File: src/rtl/dmaflag_pkg.sv
package dmaflag_pkg;

    localparam int GRP_W          = 6;
    localparam int LANES_PER_WORD = 4;
    localparam int WORD_W         = 32;
    localparam logic [GRP_W-1:0] GRP_VALID = 6'b111101;

    typedef struct packed {
        logic done;
        logic half;
        logic xerr;
        logic dmerr;
        logic ferr;
    } evgrp_t;

    // Lane offsets 0, 6, 16, 22: lanes 2 and 3 skip a 4-bit gap.
    function automatic int grp_offset(int lane);
        return lane * GRP_W + ((lane >= 2) ? 4 : 0);
    endfunction

    function automatic logic [GRP_W-1:0] grp_to_bits(evgrp_t g);
        return {g.done, g.half, g.xerr, g.dmerr, 1'b0, g.ferr};
    endfunction

    function automatic evgrp_t bits_to_grp(logic [GRP_W-1:0] b);
        evgrp_t g;
        g.done  = b[5];
        g.half  = b[4];
        g.xerr  = b[3];
        g.dmerr = b[2];
        g.ferr  = b[0];
        return g;
    endfunction

endpackage

File: src/rtl/dmaflag_cell.sv
module dmaflag_cell
    import dmaflag_pkg::*;
(
    input  logic             clk,
    input  logic             rst,
    input  evgrp_t           set_i,
    input  logic [GRP_W-1:0] clr_i,
    input  evgrp_t           en_i,
    output evgrp_t           flags_o,
    output logic             irq_o,
    output logic             err_o
);
    logic [GRP_W-1:0] q;
    logic [GRP_W-1:0] nxt;

    always_comb begin
        // set dominates clear
        nxt = (grp_to_bits(set_i) | (q & ~clr_i)) & GRP_VALID;
    end

    always_ff @(posedge clk) begin
        if (rst) q <= '0;
        else     q <= nxt;
    end

    always_comb begin
        flags_o = bits_to_grp(q);
        irq_o   = |(flags_o & en_i);
        err_o   = flags_o.xerr | flags_o.dmerr | flags_o.ferr;
    end
endmodule

File: src/rtl/dmaflag_pack.sv
module dmaflag_pack
    import dmaflag_pkg::*;
#(
    parameter int NUM_STREAMS = 8,
    localparam int NUM_WORDS  = NUM_STREAMS / LANES_PER_WORD
) (
    input  evgrp_t                   flags_i [NUM_STREAMS],
    output logic [NUM_WORDS-1:0][WORD_W-1:0] words_o
);
    always_comb begin
        words_o = '0;
        for (int s = 0; s < NUM_STREAMS; s++) begin
            words_o[s / LANES_PER_WORD][grp_offset(s % LANES_PER_WORD) +: GRP_W]
                = grp_to_bits(flags_i[s]);
        end
    end
endmodule

File: src/rtl/dmaflag_regport.sv
module dmaflag_regport
    import dmaflag_pkg::*;
#(
    parameter int NUM_WORDS = 2,
    parameter int ADDR_W    = 2
) (
    input  logic                         clk,
    input  logic                         rst,
    input  logic                         rd_en,
    input  logic [ADDR_W-1:0]            rd_addr,
    output logic [WORD_W-1:0]            rd_data,
    input  logic                         wr_en,
    input  logic [ADDR_W-1:0]            wr_addr,
    input  logic [WORD_W-1:0]            wr_data,
    input  logic [NUM_WORDS-1:0][WORD_W-1:0] stat_i,
    output logic [NUM_WORDS-1:0][WORD_W-1:0] clr_o
);
    logic [WORD_W-1:0] rd_mux;

    // status words readable; clear words read zero
    always_comb begin
        rd_mux = '0;
        for (int w = 0; w < NUM_WORDS; w++) begin
            if (rd_addr == ADDR_W'(w)) rd_mux = stat_i[w];
        end
    end

    always_ff @(posedge clk) begin
        if (rst)        rd_data <= '0;
        else if (rd_en) rd_data <= rd_mux;
    end

    generate
        for (genvar w = 0; w < NUM_WORDS; w++) begin : g_clr
            always_comb begin
                clr_o[w] = (wr_en && wr_addr == ADDR_W'(NUM_WORDS + w)) ? wr_data : '0;
            end
        end
    endgenerate
endmodule

File: src/rtl/dma_evflag_bank.sv
module dma_evflag_bank
    import dmaflag_pkg::*;
#(
    parameter int NUM_STREAMS = 8,
    localparam int NUM_WORDS  = NUM_STREAMS / LANES_PER_WORD,
    localparam int ADDR_W     = $clog2(2 * NUM_WORDS)
) (
    input  logic                   clk,
    input  logic                   rst,
    input  logic [NUM_STREAMS-1:0] evt_done,
    input  logic [NUM_STREAMS-1:0] evt_half,
    input  logic [NUM_STREAMS-1:0] evt_xerr,
    input  logic [NUM_STREAMS-1:0] evt_dmerr,
    input  logic [NUM_STREAMS-1:0] evt_ferr,
    input  logic [NUM_STREAMS-1:0] ien_done,
    input  logic [NUM_STREAMS-1:0] ien_half,
    input  logic [NUM_STREAMS-1:0] ien_xerr,
    input  logic [NUM_STREAMS-1:0] ien_dmerr,
    input  logic [NUM_STREAMS-1:0] ien_ferr,
    input  logic                   rd_en,
    input  logic [ADDR_W-1:0]      rd_addr,
    output logic [WORD_W-1:0]      rd_data,
    input  logic                   wr_en,
    input  logic [ADDR_W-1:0]      wr_addr,
    input  logic [WORD_W-1:0]      wr_data,
    output logic [NUM_STREAMS-1:0] irq,
    output logic [NUM_STREAMS-1:0] err
);
    evgrp_t flags [NUM_STREAMS];
    logic [NUM_WORDS-1:0][WORD_W-1:0] stat_words;
    logic [NUM_WORDS-1:0][WORD_W-1:0] clr_words;

    generate
        for (genvar s = 0; s < NUM_STREAMS; s++) begin : g_strm
            evgrp_t set_g, en_g;
            logic [GRP_W-1:0] clr_g;
            always_comb begin
                set_g = '{done: evt_done[s], half: evt_half[s], xerr: evt_xerr[s],
                          dmerr: evt_dmerr[s], ferr: evt_ferr[s]};
                en_g  = '{done: ien_done[s], half: ien_half[s], xerr: ien_xerr[s],
                          dmerr: ien_dmerr[s], ferr: ien_ferr[s]};
                clr_g = clr_words[s / LANES_PER_WORD][grp_offset(s % LANES_PER_WORD) +: GRP_W];
            end
            dmaflag_cell u_cell (
                .clk     (clk),
                .rst     (rst),
                .set_i   (set_g),
                .clr_i   (clr_g),
                .en_i    (en_g),
                .flags_o (flags[s]),
                .irq_o   (irq[s]),
                .err_o   (err[s])
            );
        end
    endgenerate

    dmaflag_pack #(.NUM_STREAMS(NUM_STREAMS)) u_pack (
        .flags_i (flags),
        .words_o (stat_words)
    );

    dmaflag_regport #(.NUM_WORDS(NUM_WORDS), .ADDR_W(ADDR_W)) u_port (
        .clk     (clk),
        .rst     (rst),
        .rd_en   (rd_en),
        .rd_addr (rd_addr),
        .rd_data (rd_data),
        .wr_en   (wr_en),
        .wr_addr (wr_addr),
        .wr_data (wr_data),
        .stat_i  (stat_words),
        .clr_o   (clr_words)
    );
endmodule

File: config.mk
export PLATFORM = sky130hd
export DESIGN_NAME = dma_evflag_bank
export DESIGN_NICKNAME = d
export VERILOG_FILES = /design/src/rtl/dmaflag_pkg.sv /design/src/rtl/dmaflag_cell.sv /design/src/rtl/dmaflag_pack.sv /design/src/rtl/dmaflag_regport.sv /design/src/rtl/dma_evflag_bank.sv
export SDC_FILE = /design/constraint.sdc
export NUM_CORES = 1
export LEC_CHECK = 0
export BUFFER_PORTS_ARGS = -buffer_cell sky130_fd_sc_hd__buf_2
export CORE_MARGIN = 5
export CORE_UTILIZATION = 30
export CTS_CLUSTER_SIZE = 28
export DETAILED_ROUTE_END_ITERATION = 10
export HOLD_SLACK_MARGIN = 0.06
export SYNTH_ARGS = -nofsm -noshare
export SYNTH_HDL_FRONTEND = slang
export SYNTH_SLANG_ARGS = --single-unit
export TNS_END_PERCENT = 50
File: constraint.sdc
create_clock -name clk -period 0.9 [get_ports clk]
set_input_delay 0.045 -clock clk [delete_from_list [all_inputs] [get_ports clk]]
set_output_delay 0.045 -clock clk [all_outputs]
set_load 0.01 [all_outputs]
==> metrics.csv, run 1 <==
metric,value,unit
status,"complete, but fails checks",
failing checks,setup timing,
clk sinks,60,
part of the power in combinational logic,0.194,
Avg Inst Size Synth,9.65,um2
initial detailed-routing violation count,150,
Die Y,108,um
H-tree depth reported by CTS,3,
Hold Path Origin,rst,
Period minus WS final,1330,ps
Post-Syn Area,2890,um2
fraction of layout cells with a size suffix above 1,0.490,
Crit-path slowest cell,a222oi_1,
Initial Utilization,0.310,
Net Sw Power,0.00181,W
reg-to-reg setup timing slack,0,ps
Root Buffer,clkbuf_8,
die area,11700,um2
Detailed Place HPWL,6.86,mm
largest net degree at the start of global routing,21,
max-cap viol count,0,
Crit Path Max Fanout,2,
CTS tree,yes,
RePlAce Congestion,0.755,
"Core Util, Final",0.520,
Worst Hold Class,input pin to register,
Post-Route Skew,7.44,ps
IO buf count,143,
row count,35,
hold path cells,4,
later-pin clock latency in the skew report,320,ps
power share of the clock group,0.406,
setup ws final,-431,ps
Worst Setup End Kind,output port,
Final setup viols,17,
power after layout,0.00748,W
Final Cycle Share,1.48,
Area Growth Syn to Fin,67.6,%
ant diodes,0,
Max Clock Freq,0.751,GHz
Routed wire per std cell,14.5,um
Hold EP,g_strm[3].u_cell.q[4],
Worst VDD drop,0.708,mV
PwrDens,1540,nW/um2
Crit Path Class,register to output port,
CTS Buf Count,9,
GR Util All Layers,0.163,
number of global-route vias before repair,3160,
Pins Over Slew Limit,0,
initial antenna violation count,0,
Crit path required time,850,ps
1st-pass router iterations,4,
Clock transition at path regs,70,ps
Routed Antenna Nets,0,
"Distinct cells, synth",19,
reg2reg path depth,4,
Total Wirelength,9.46,mm
Pint,0.00567,W
nets,640,
Pleak,2.37,nW
startpoint types,register,
first-pass GRT wire length,15.1,mm
worst r2r src,g_strm[4].u_cell.q[0],
Fin. Hold Viols,0,
final hold slack,201,ps
Crit path arrival time,1290,ps
RSZ-0062 raised after global routing,yes,
Seq pwr share,0.400,
Layout Cells excl Fill,654,
fillers,859,
Sw Share,0.242,
"Remaining Overflow, GRT",0,
CP peak stage delay,400,ps
synthesized instance count,300,
setup_tns,-5190,ps
worst-path cell chain,"a222oi_1, nand2_1, buf_2",
DR DRC count,0,
synth warn,0,
via count,2980,
register area share after synthesis,0.415,
synthesized flop and latch total,60,
Die Width,108,um
Core ar.,9330,um2
CTS max path bufs,2,
Vias/cell,4.56,
worst reg2reg endpoint,u_port.rd_data[0],
placed instance count,571,
I/O pins,168,
==> how the worst max path moves through the flow <==
stage	startpoint	end	slack (ps)	depth (start not counted)
3_3_place_gp	g_strm[3].u_cell.q[5]	irq[3]	-80	3
6_report	g_strm[3].u_cell.q[4]	irq[3]	-430	3
3_5_place_dp	rd_addr[1]	u_port.rd_data[9]	-100	3
5_1_grt	g_strm[3].u_cell.q[4]	irq[3]	-540	3
4_1_cts	g_strm[3].u_cell.q[4]	irq[3]	-470	3
2_1_floorplan	rst	u_port.rd_data[0]	6	4
==> state kept, by name, indices dropped and copies added, names as in the netlist <==
signal,count
u_port.rd_data,20
g_strm.u_cell.q,40
==> repair_timing <==
action	CTS	global route
setup buffers	4	1
gates resized for setup	27	26
hold buffers	62	0
pin swaps	12	9
hold endpoints to repair	40	0
setup endpoints to repair	23	36
gates cloned	0	0
==> stage by stage <==
step           setup WS (ps)  cell area, um2
2_1_floorplan           6.17            2940
4_1_cts                 -465            4770
3_5_place_dp            -102            3830
5_1_grt                 -537            4850
6_report                -431            4850
3_3_place_gp           -79.4            3830
==> layout by cell type, fill, tap and decap left out <==
| master | instances |
|---|---|
| bufinv_16 | 3 |
| nand2_1 | 8 |
| inv_1 | 40 |
| clkinv_2 | 1 |
| conb_1 | 12 |
| a22oi_1 | 8 |
| buf_6 | 6 |
| a222oi_1 | 8 |
| dfxtp_4 | 2 |
| a311oi_2 | 1 |
| clkbuf_8 | 11 |
| mux2i_1 | 19 |
| and3_1 | 1 |
| buf_12 | 6 |
| mux2i_4 | 1 |
| and3b_1 | 1 |
| or3_1 | 8 |
| dlymetal6s4s_1 | 1 |
| o2bb2ai_2 | 20 |
| a311oi_1 | 39 |
| nor2_1 | 40 |
| dfxtp_2 | 37 |
| buf_2 | 139 |
| buf_4 | 28 |
| or3b_4 | 1 |
| nor2_2 | 1 |
| dfxtp_1 | 21 |
| clkbuf_1 | 1 |
| dlygate4sd3_1 | 61 |
==> cell type report <==
class / instances / area [um2] / area share
multi-input cells: 168 / 1320 / 0.272
clock buffers: 12 / 155 / 0.0320
repair buffers: 241 / 1720 / 0.354
clock inverters: 4 / 95.1 / 0.0196
inverters: 40 / 150 / 0.0310
well taps: 129 / 161 / 0.0333
flip-flops and latches: 60 / 1250 / 0.259
==> critical path, delay by kind of cell (launching register included) <==
kind	cells	cell delay [ps]
AO/OA/AOI/OAI	1	400
flip-flops	1	320
buffers and inverters	1	150
AND/OR/NAND/NOR	1	90
==> power groups by stage <==
| stage | Combinational, W | Clock, W | Sequential, W |
|---|---|---|---|
| floorplan | 0.000700 | 0 | 0.00301 |
| global placement | 0.00117 | 0 | 0.00304 |
| detailed placement | 0.00120 | 0 | 0.00303 |
| CTS | 0.00144 | 0.00311 | 0.00299 |
| global route | 0.00160 | 0.00325 | 0.00302 |
| finish | 0.00145 | 0.00303 | 0.00299 |
==> kinds of logic (layout without fill, tap and decap cells) <==
group,after synthesis,count (layout),synth area share
flops,60,60,0.415
simple gates,60,60,0.0899
mux,20,20,0.0692
other cells,1,12,0.00130
compound gates,76,76,0.273
buf+inv,83,297,0.151
==> synth_stat cells <==
cell type | n | share of area
or3_1 | 8 | 0.017
and3b_1 | 1 | 0.0030
a311oi_1 | 40 | 0.12
buf_6 | 2 | 0.0078
a22oi_1 | 8 | 0.021
conb_1 | 1 | 0.0013
clkbuf_1 | 8 | 0.010
mux2i_1 | 20 | 0.069
clkbuf_2 | 1 | 0.0017
and3_1 | 1 | 0.0022
buf_2 | 4 | 0.0069
or3b_4 | 1 | 0.0039
nor2_1 | 41 | 0.053
inv_1 | 40 | 0.052
a222oi_1 | 8 | 0.028
nand2_1 | 8 | 0.010
o2bb2ai_2 | 20 | 0.10
buf_4 | 28 | 0.073
dfxtp_1 | 60 | 0.42
==> layer usage <==
metal	share of wire	GRT usage	wire length, um	vias to the layer above
met2	0.50	0.297	4730	94
met5	0	0	0	-
met4	0.0076	0.0514	72	0
met1	0.43	0.190	4050	1367
met3	0.064	0.0376	608	8
li1	-	-	-	1511
Note: power is estimated with default switching activity, not from simulation.
==> inputs of run 2 (changes only) <==
--- a/config.mk
+++ b/config.mk
@@ -11,6 +11,7 @@
 export CTS_CLUSTER_SIZE = 28
 export DETAILED_ROUTE_END_ITERATION = 10
 export HOLD_SLACK_MARGIN = 0.06
+export RECOVER_POWER = 50
 export SYNTH_ARGS = -nofsm -noshare
 export SYNTH_HDL_FRONTEND = slang
 export SYNTH_SLANG_ARGS = --single-unit
==> metrics.csv, run 2 (synthesis results as in run 1) <==
metric,value,unit,change
Core ar.,9330,um2,unchanged
die area,11700,um2,unchanged
RePlAce Congestion,0.755,,unchanged
Crit path arrival time,1290,ps,about the same
Crit path required time,850,ps,about the same
I/O pins,168,,unchanged
status,"complete, but fails checks",,
PwrDens,1540,nW/um2,about the same
fraction of layout cells with a size suffix above 1,0.486,,-0.00381
Detailed Place HPWL,6.86,mm,unchanged
Die Width,108,um,unchanged
Root Buffer,clkbuf_8,,
Routed Antenna Nets,0,,unchanged
Post-Route Skew,7.44,ps,unchanged
row count,35,,unchanged
pre-CTS setup slack,-102,ps,unchanged
Fin. Hold Viols,0,,unchanged
CTS max path bufs,2,,unchanged
ant diodes,0,,unchanged
clk sinks,60,,unchanged
Pleak,2.37,nW,about the same
RSZ-0062 raised after global routing,yes,,
"Core Util, Final",0.520,,about the same
Area Growth Syn to Fin,67.5,%,about the same
fillers,856,,-0.35%
via count,2980,,unchanged
initial antenna violation count,0,,unchanged
Worst Setup End Kind,output port,,
Period minus WS final,1330,ps,unchanged
nets,640,,unchanged
setup ws final,-431,ps,unchanged
CTS Buf Count,9,,unchanged
GR Util All Layers,0.163,,unchanged
startpoint types,register,,
first-pass GRT wire length,15.1,mm,unchanged
Worst VDD drop,0.702,mV,-0.81%
max-cap viol count,0,,unchanged
IO buf count,143,,unchanged
"leading cell type in the layout, fill and taps excluded",buf_2,,
number of global-route vias before repair,3160,,unchanged
Die Y,108,um,unchanged
largest net degree at the start of global routing,21,,unchanged
CP peak stage delay,400,ps,about the same
most flop-heavy register,g_strm.u_cell.q,,
most frequent cells in the layout,"buf_2, dlygate4sd3_1, inv_1, nor2_1, a311oi_1",,
Total Wirelength,9.46,mm,unchanged
Crit Path Class,register to output port,,
worst-path cell chain,"a222oi_1, nand2_1, buf_2",,
Routed wire per std cell,14.5,um,unchanged
Largest register FFs,40,,unchanged
Vias/cell,4.56,,unchanged
CTS tree,yes,,
"Remaining Overflow, GRT",0,,unchanged
Initial Utilization,0.310,,unchanged
biggest regs,"g_strm.u_cell.q: 40 flops, u_port.rd_data: 20 flops",,
1st-pass router iterations,4,,unchanged
H-tree depth reported by CTS,3,,unchanged
failing checks,setup timing,,
Crit Path Max Fanout,2,,unchanged
Final setup viols,17,,unchanged
DR DRC count,0,,unchanged
Clock transition at path regs,70,ps,about the same
Final Cycle Share,1.48,,unchanged
later-pin clock latency in the skew report,320,ps,about the same
setup_tns,-5190,ps,-0.130 ps
initial detailed-routing violation count,150,,unchanged
Worst Hold Class,input pin to register,,
Pins Over Slew Limit,0,,unchanged
Max Clock Freq,0.751,GHz,unchanged
Crit-path slowest cell,a222oi_1,,
==> run 2: cell count changes in the layout (fill, tap and decap cells not counted) <==
| cell | before | now |
|---|---|---|
| dfxtp_1 | 21 | 23 |
| dfxtp_2 | 37 | 35 |
==> run 2: through the flow <==
step | hold WS (ps) | instances | total power (W) | cell area [um2]
2_1_floorplan | 154 | 311 | 0.00371 | 2940
3_3_place_gp | 253 | 571 | 0.00421 | 3830
3_5_place_dp | 260 | 571 | 0.00423 | 3830
4_1_cts | 190 | 653 | 0.00753 | 4770
5_1_grt | 209 | 654 | 0.00786 | 4850
6_report | 201 | 654 | 0.00748 | 4850
==> run 2: path summary, 6_finish.rpt <==
kind / from / to / slack (ps) / cells after the start
max: g_strm[3].u_cell.q[4] / irq[3] / -430 / 3
min: rst / g_strm[3].u_cell.q[4] / 200 / 4
max reg2reg: g_strm[4].u_cell.q[0] / u_port.rd_data[0] / 0 / 4
min reg2reg: u_port.rd_data[6] / u_port.rd_data[6] / 460 / 1
==> run 2: worst max-delay path, delay by kind of cell, from the launching register on <==
kind            cells  cell delay (ps)
compound gates      1              400
flops               1              320
buf+inv             1              150
simple gates        1               90
==> run 2: layout make-up <==
type / instances / area, um2 / share of cell area
clock buffers: 12 / 155 / 0.0320
clock inverters: 4 / 95.1 / 0.0196
inverters: 40 / 150 / 0.0310
multi-input cells: 168 / 1320 / 0.272
flip-flops and latches: 60 / 1250 / 0.258
well taps: 129 / 161 / 0.0333
repair buffers: 241 / 1720 / 0.354
==> run 2: repair_timing <==
item | CTS | global route
hold endpoints to repair | 40 | 0
pin swaps | 12 | 9
endpoints found under the setup margin | 23 | 36
resized for setup | 27 | 26
hold buffers | 62 | 0
setup buffers | 4 | 1
==> run 2: metal layers <==
metal	GRT usage	routed length [um]	vias to the layer above
li1	-	-	1511
met1	0.190	4050	1367
met2	0.297	4730	94
met3	0.0376	608	8
met4	0.0514	72	0
met5	0	0	-
==> run 2: where the power goes <==
group / leakage (nW) / switching, W / internal (W)
Combinational: 1.73 / 0.000621 / 0.000833
Clock: 0.127 / 0.00104 / 0.00199
Sequential: 0.510 / 0.000148 / 0.00284
==> inputs of run 3 (changes only) <==
--- a/config.mk
+++ b/config.mk
@@ -6,11 +6,14 @@
 export NUM_CORES = 1
 export LEC_CHECK = 0
 export BUFFER_PORTS_ARGS = -buffer_cell sky130_fd_sc_hd__buf_2
+export CELL_PAD_IN_SITES_DETAIL_PLACEMENT = 1
+export CELL_PAD_IN_SITES_GLOBAL_PLACEMENT = 1
 export CORE_MARGIN = 5
-export CORE_UTILIZATION = 30
+export CORE_UTILIZATION = 28
 export CTS_CLUSTER_SIZE = 28
 export DETAILED_ROUTE_END_ITERATION = 10
 export HOLD_SLACK_MARGIN = 0.06
+export PLACE_DENSITY_LB_ADDON = 0.1
 export RECOVER_POWER = 50
 export SYNTH_ARGS = -nofsm -noshare
 export SYNTH_HDL_FRONTEND = slang
==> metrics.csv, run 3 (synthesis results as in run 1) <==
metric,value,unit,change
via count,3028,,+1.6%
IO buf count,143,,unchanged
CTS max path bufs,2,,unchanged
later-pin clock latency in the skew report,330,ps,about the same
biggest regs,"g_strm.u_cell.q: 40 flops, u_port.rd_data: 20 flops",,
number of global-route vias before repair,3442,,+8.9%
Routed Antenna Nets,0,,unchanged
Die Width,112,um,+3.2%
Hold Path Origin,rd_en,,
Largest register FFs,40,,unchanged
clk sinks,60,,unchanged
setup ws final,-360,ps,+70.5 ps
"Core Util, Final",0.466,,-0.0541
Seq pwr share,0.463,,+0.063
Vias/cell,4.60,,+0.99%
Pint,0.00464,W,-18%
reg2reg path depth,4,,unchanged
startpoint types,register,,
Worst VDD drop,0.566,mV,-19%
final hold slack,171,ps,-29.4 ps
power after layout,0.00646,W,-14%
Pleak,2.30,nW,-2.8%
Worst Hold Class,input pin to register,,
status,"complete, but fails checks",,
initial detailed-routing violation count,85,,-43%
Pins Over Slew Limit,0,,unchanged
RePlAce Congestion,0.739,,-2.1%
GR Util All Layers,0.170,,+0.00613
hold path cells,4,,unchanged
Period minus WS final,1260,ps,-70.5 ps
Worst Setup End Kind,output port,,
most flop-heavy register,g_strm.u_cell.q,,
initial antenna violation count,0,,unchanged
part of the power in combinational logic,0.227,,+0.032
Hold EP,u_port.rd_data[21],,
die area,12500,um2,+6.5%
most frequent cells in the layout,"buf_2, dlygate4sd3_1, inv_1",,
fraction of layout cells with a size suffix above 1,0.492,,+0.00662
Layout Cells excl Fill,658,,+0.61%
RSZ-0062 raised after global routing,yes,,
worst r2r src,g_strm[7].u_cell.q[2],,
failing checks,setup timing,,
DR DRC count,0,,unchanged
Total Wirelength,10.5,mm,+11%
Final Cycle Share,1.40,,-0.0783
Detailed Place HPWL,7.51,mm,+9.4%
Crit Path Max Fanout,2,,unchanged
ant diodes,0,,unchanged
Final setup viols,16,,-1
Net Sw Power,0.00182,W,+0.48%
Core ar.,10200,um2,+9.2%
Initial Utilization,0.284,,-0.0261
pre-CTS setup slack,-111,ps,-9.01 ps
Crit path required time,850,ps,about the same
H-tree depth reported by CTS,3,,unchanged
Clock transition at path regs,80,ps,about the same
PwrDens,1360,nW/um2,-12%
CTS tree,yes,,
row count,37,,+5.7%
Max Clock Freq,0.793,GHz,+5.6%
Post-Route Skew,16.6,ps,+9.16 ps
Crit Path Class,register to output port,,
1st-pass router iterations,4,,unchanged
worst reg2reg endpoint,u_port.rd_data[24],,
Routed wire per std cell,15.9,um,+10%
reg-to-reg setup timing slack,0,ps,unchanged
nets,638,,-0.31%
max-cap viol count,0,,unchanged
placed instance count,575,,+0.70%
Sw Share,0.282,,+0.0395
Crit path arrival time,1220,ps,-70 ps
Die Y,112,um,+3.2%
Root Buffer,clkbuf_8,,
power share of the clock group,0.310,,-0.096
first-pass GRT wire length,17.0,mm,+13%
CTS Buf Count,9,,unchanged
Fin. Hold Viols,0,,unchanged
largest net degree at the start of global routing,23,,+9.5%
I/O pins,168,,unchanged
Area Growth Syn to Fin,63.9,%,
"leading cell type in the layout, fill and taps excluded",buf_2,,
"Remaining Overflow, GRT",0,,unchanged
==> run 3: cell count changes in the layout (fill, tap and decap cells not counted), moves of 2 or more <==
cell	change
buf_2	-3
buf_4	+3
bufinv_16	-3
dfxtp_2	+3
clkbuf_8	-2
clkinv_2	+2
clkinvlp_4	+2
dfxtp_1	-2
==> run 3: per-stage QoR <==
step	cell area [um2]	setup TNS [ps]
floorplan	2940	0
global placement	3820	-1700
detailed placement	3820	-2260
CTS	4680	-5680
global route	4740	-6660
finish	4740	-5160
==> run 3: metal layers <==
metal	vias to the layer above	GRT usage	part of all wire
li1	1490	-	-
met1	1437	0.198	0.43
met4	0	0.0357	0.0056
met3	4	0.0565	0.072
met5	-	0	0
met2	97	0.301	0.49
==> run 3: worst max path at each step <==
| stage | cells past startpoint | from | to |
|---|---|---|---|
| 5_1_grt | 3 | g_strm[4].u_cell.q[0] | irq[4] |
| 2_1_floorplan | 4 | rst | u_port.rd_data[0] |
| 3_3_place_gp | 3 | rd_addr[1] | u_port.rd_data[10] |
| 3_5_place_dp | 4 | wr_en | g_strm[2].u_cell.q[5] |
| 4_1_cts | 3 | g_strm[7].u_cell.q[4] | irq[7] |
| 6_report | 3 | g_strm[7].u_cell.q[4] | irq[7] |
==> run 3: cell type report <==
| type | instances | area, um2 |
|---|---|---|
| clock buffers | 10 | 128 |
| repair buffers | 239 | 1700 |
| well taps | 136 | 170 |
| multi-input cells | 168 | 1310 |
| flip-flops and latches | 60 | 1250 |
| inverters | 40 | 150 |
| fillers | 1197 | 5440 |
| clock inverters | 5 | 30.0 |
==> run 3: repair_timing <==
action / in CTS / in global routing
hold endpoints to repair: 40 / 0
gates resized for setup: 29 / 26
buffers inserted: 7 / 1
endpoints found under the setup margin: 26 / 41
pin swaps: 9 / 12
hold buffers: 60 / 0
gates cloned: 0 / 0
==> run 3: critical path, cell delays in order, from the launching register on <==
cell,delay (ps)
dfxtp_1,310
a222oi_1,350
nand2_1,90
buf_2,140
==> run 3: power by group through the flow <==
stage / logic (W) / registers [W] / clock network, W
finish: 0.00146 / 0.00299 / 0.00201
detailed placement: 0.00120 / 0.00304 / 0
global route: 0.00162 / 0.00302 / 0.00223
CTS: 0.00145 / 0.00299 / 0.00209
floorplan: 0.000700 / 0.00301 / 0
global placement: 0.00117 / 0.00304 / 0
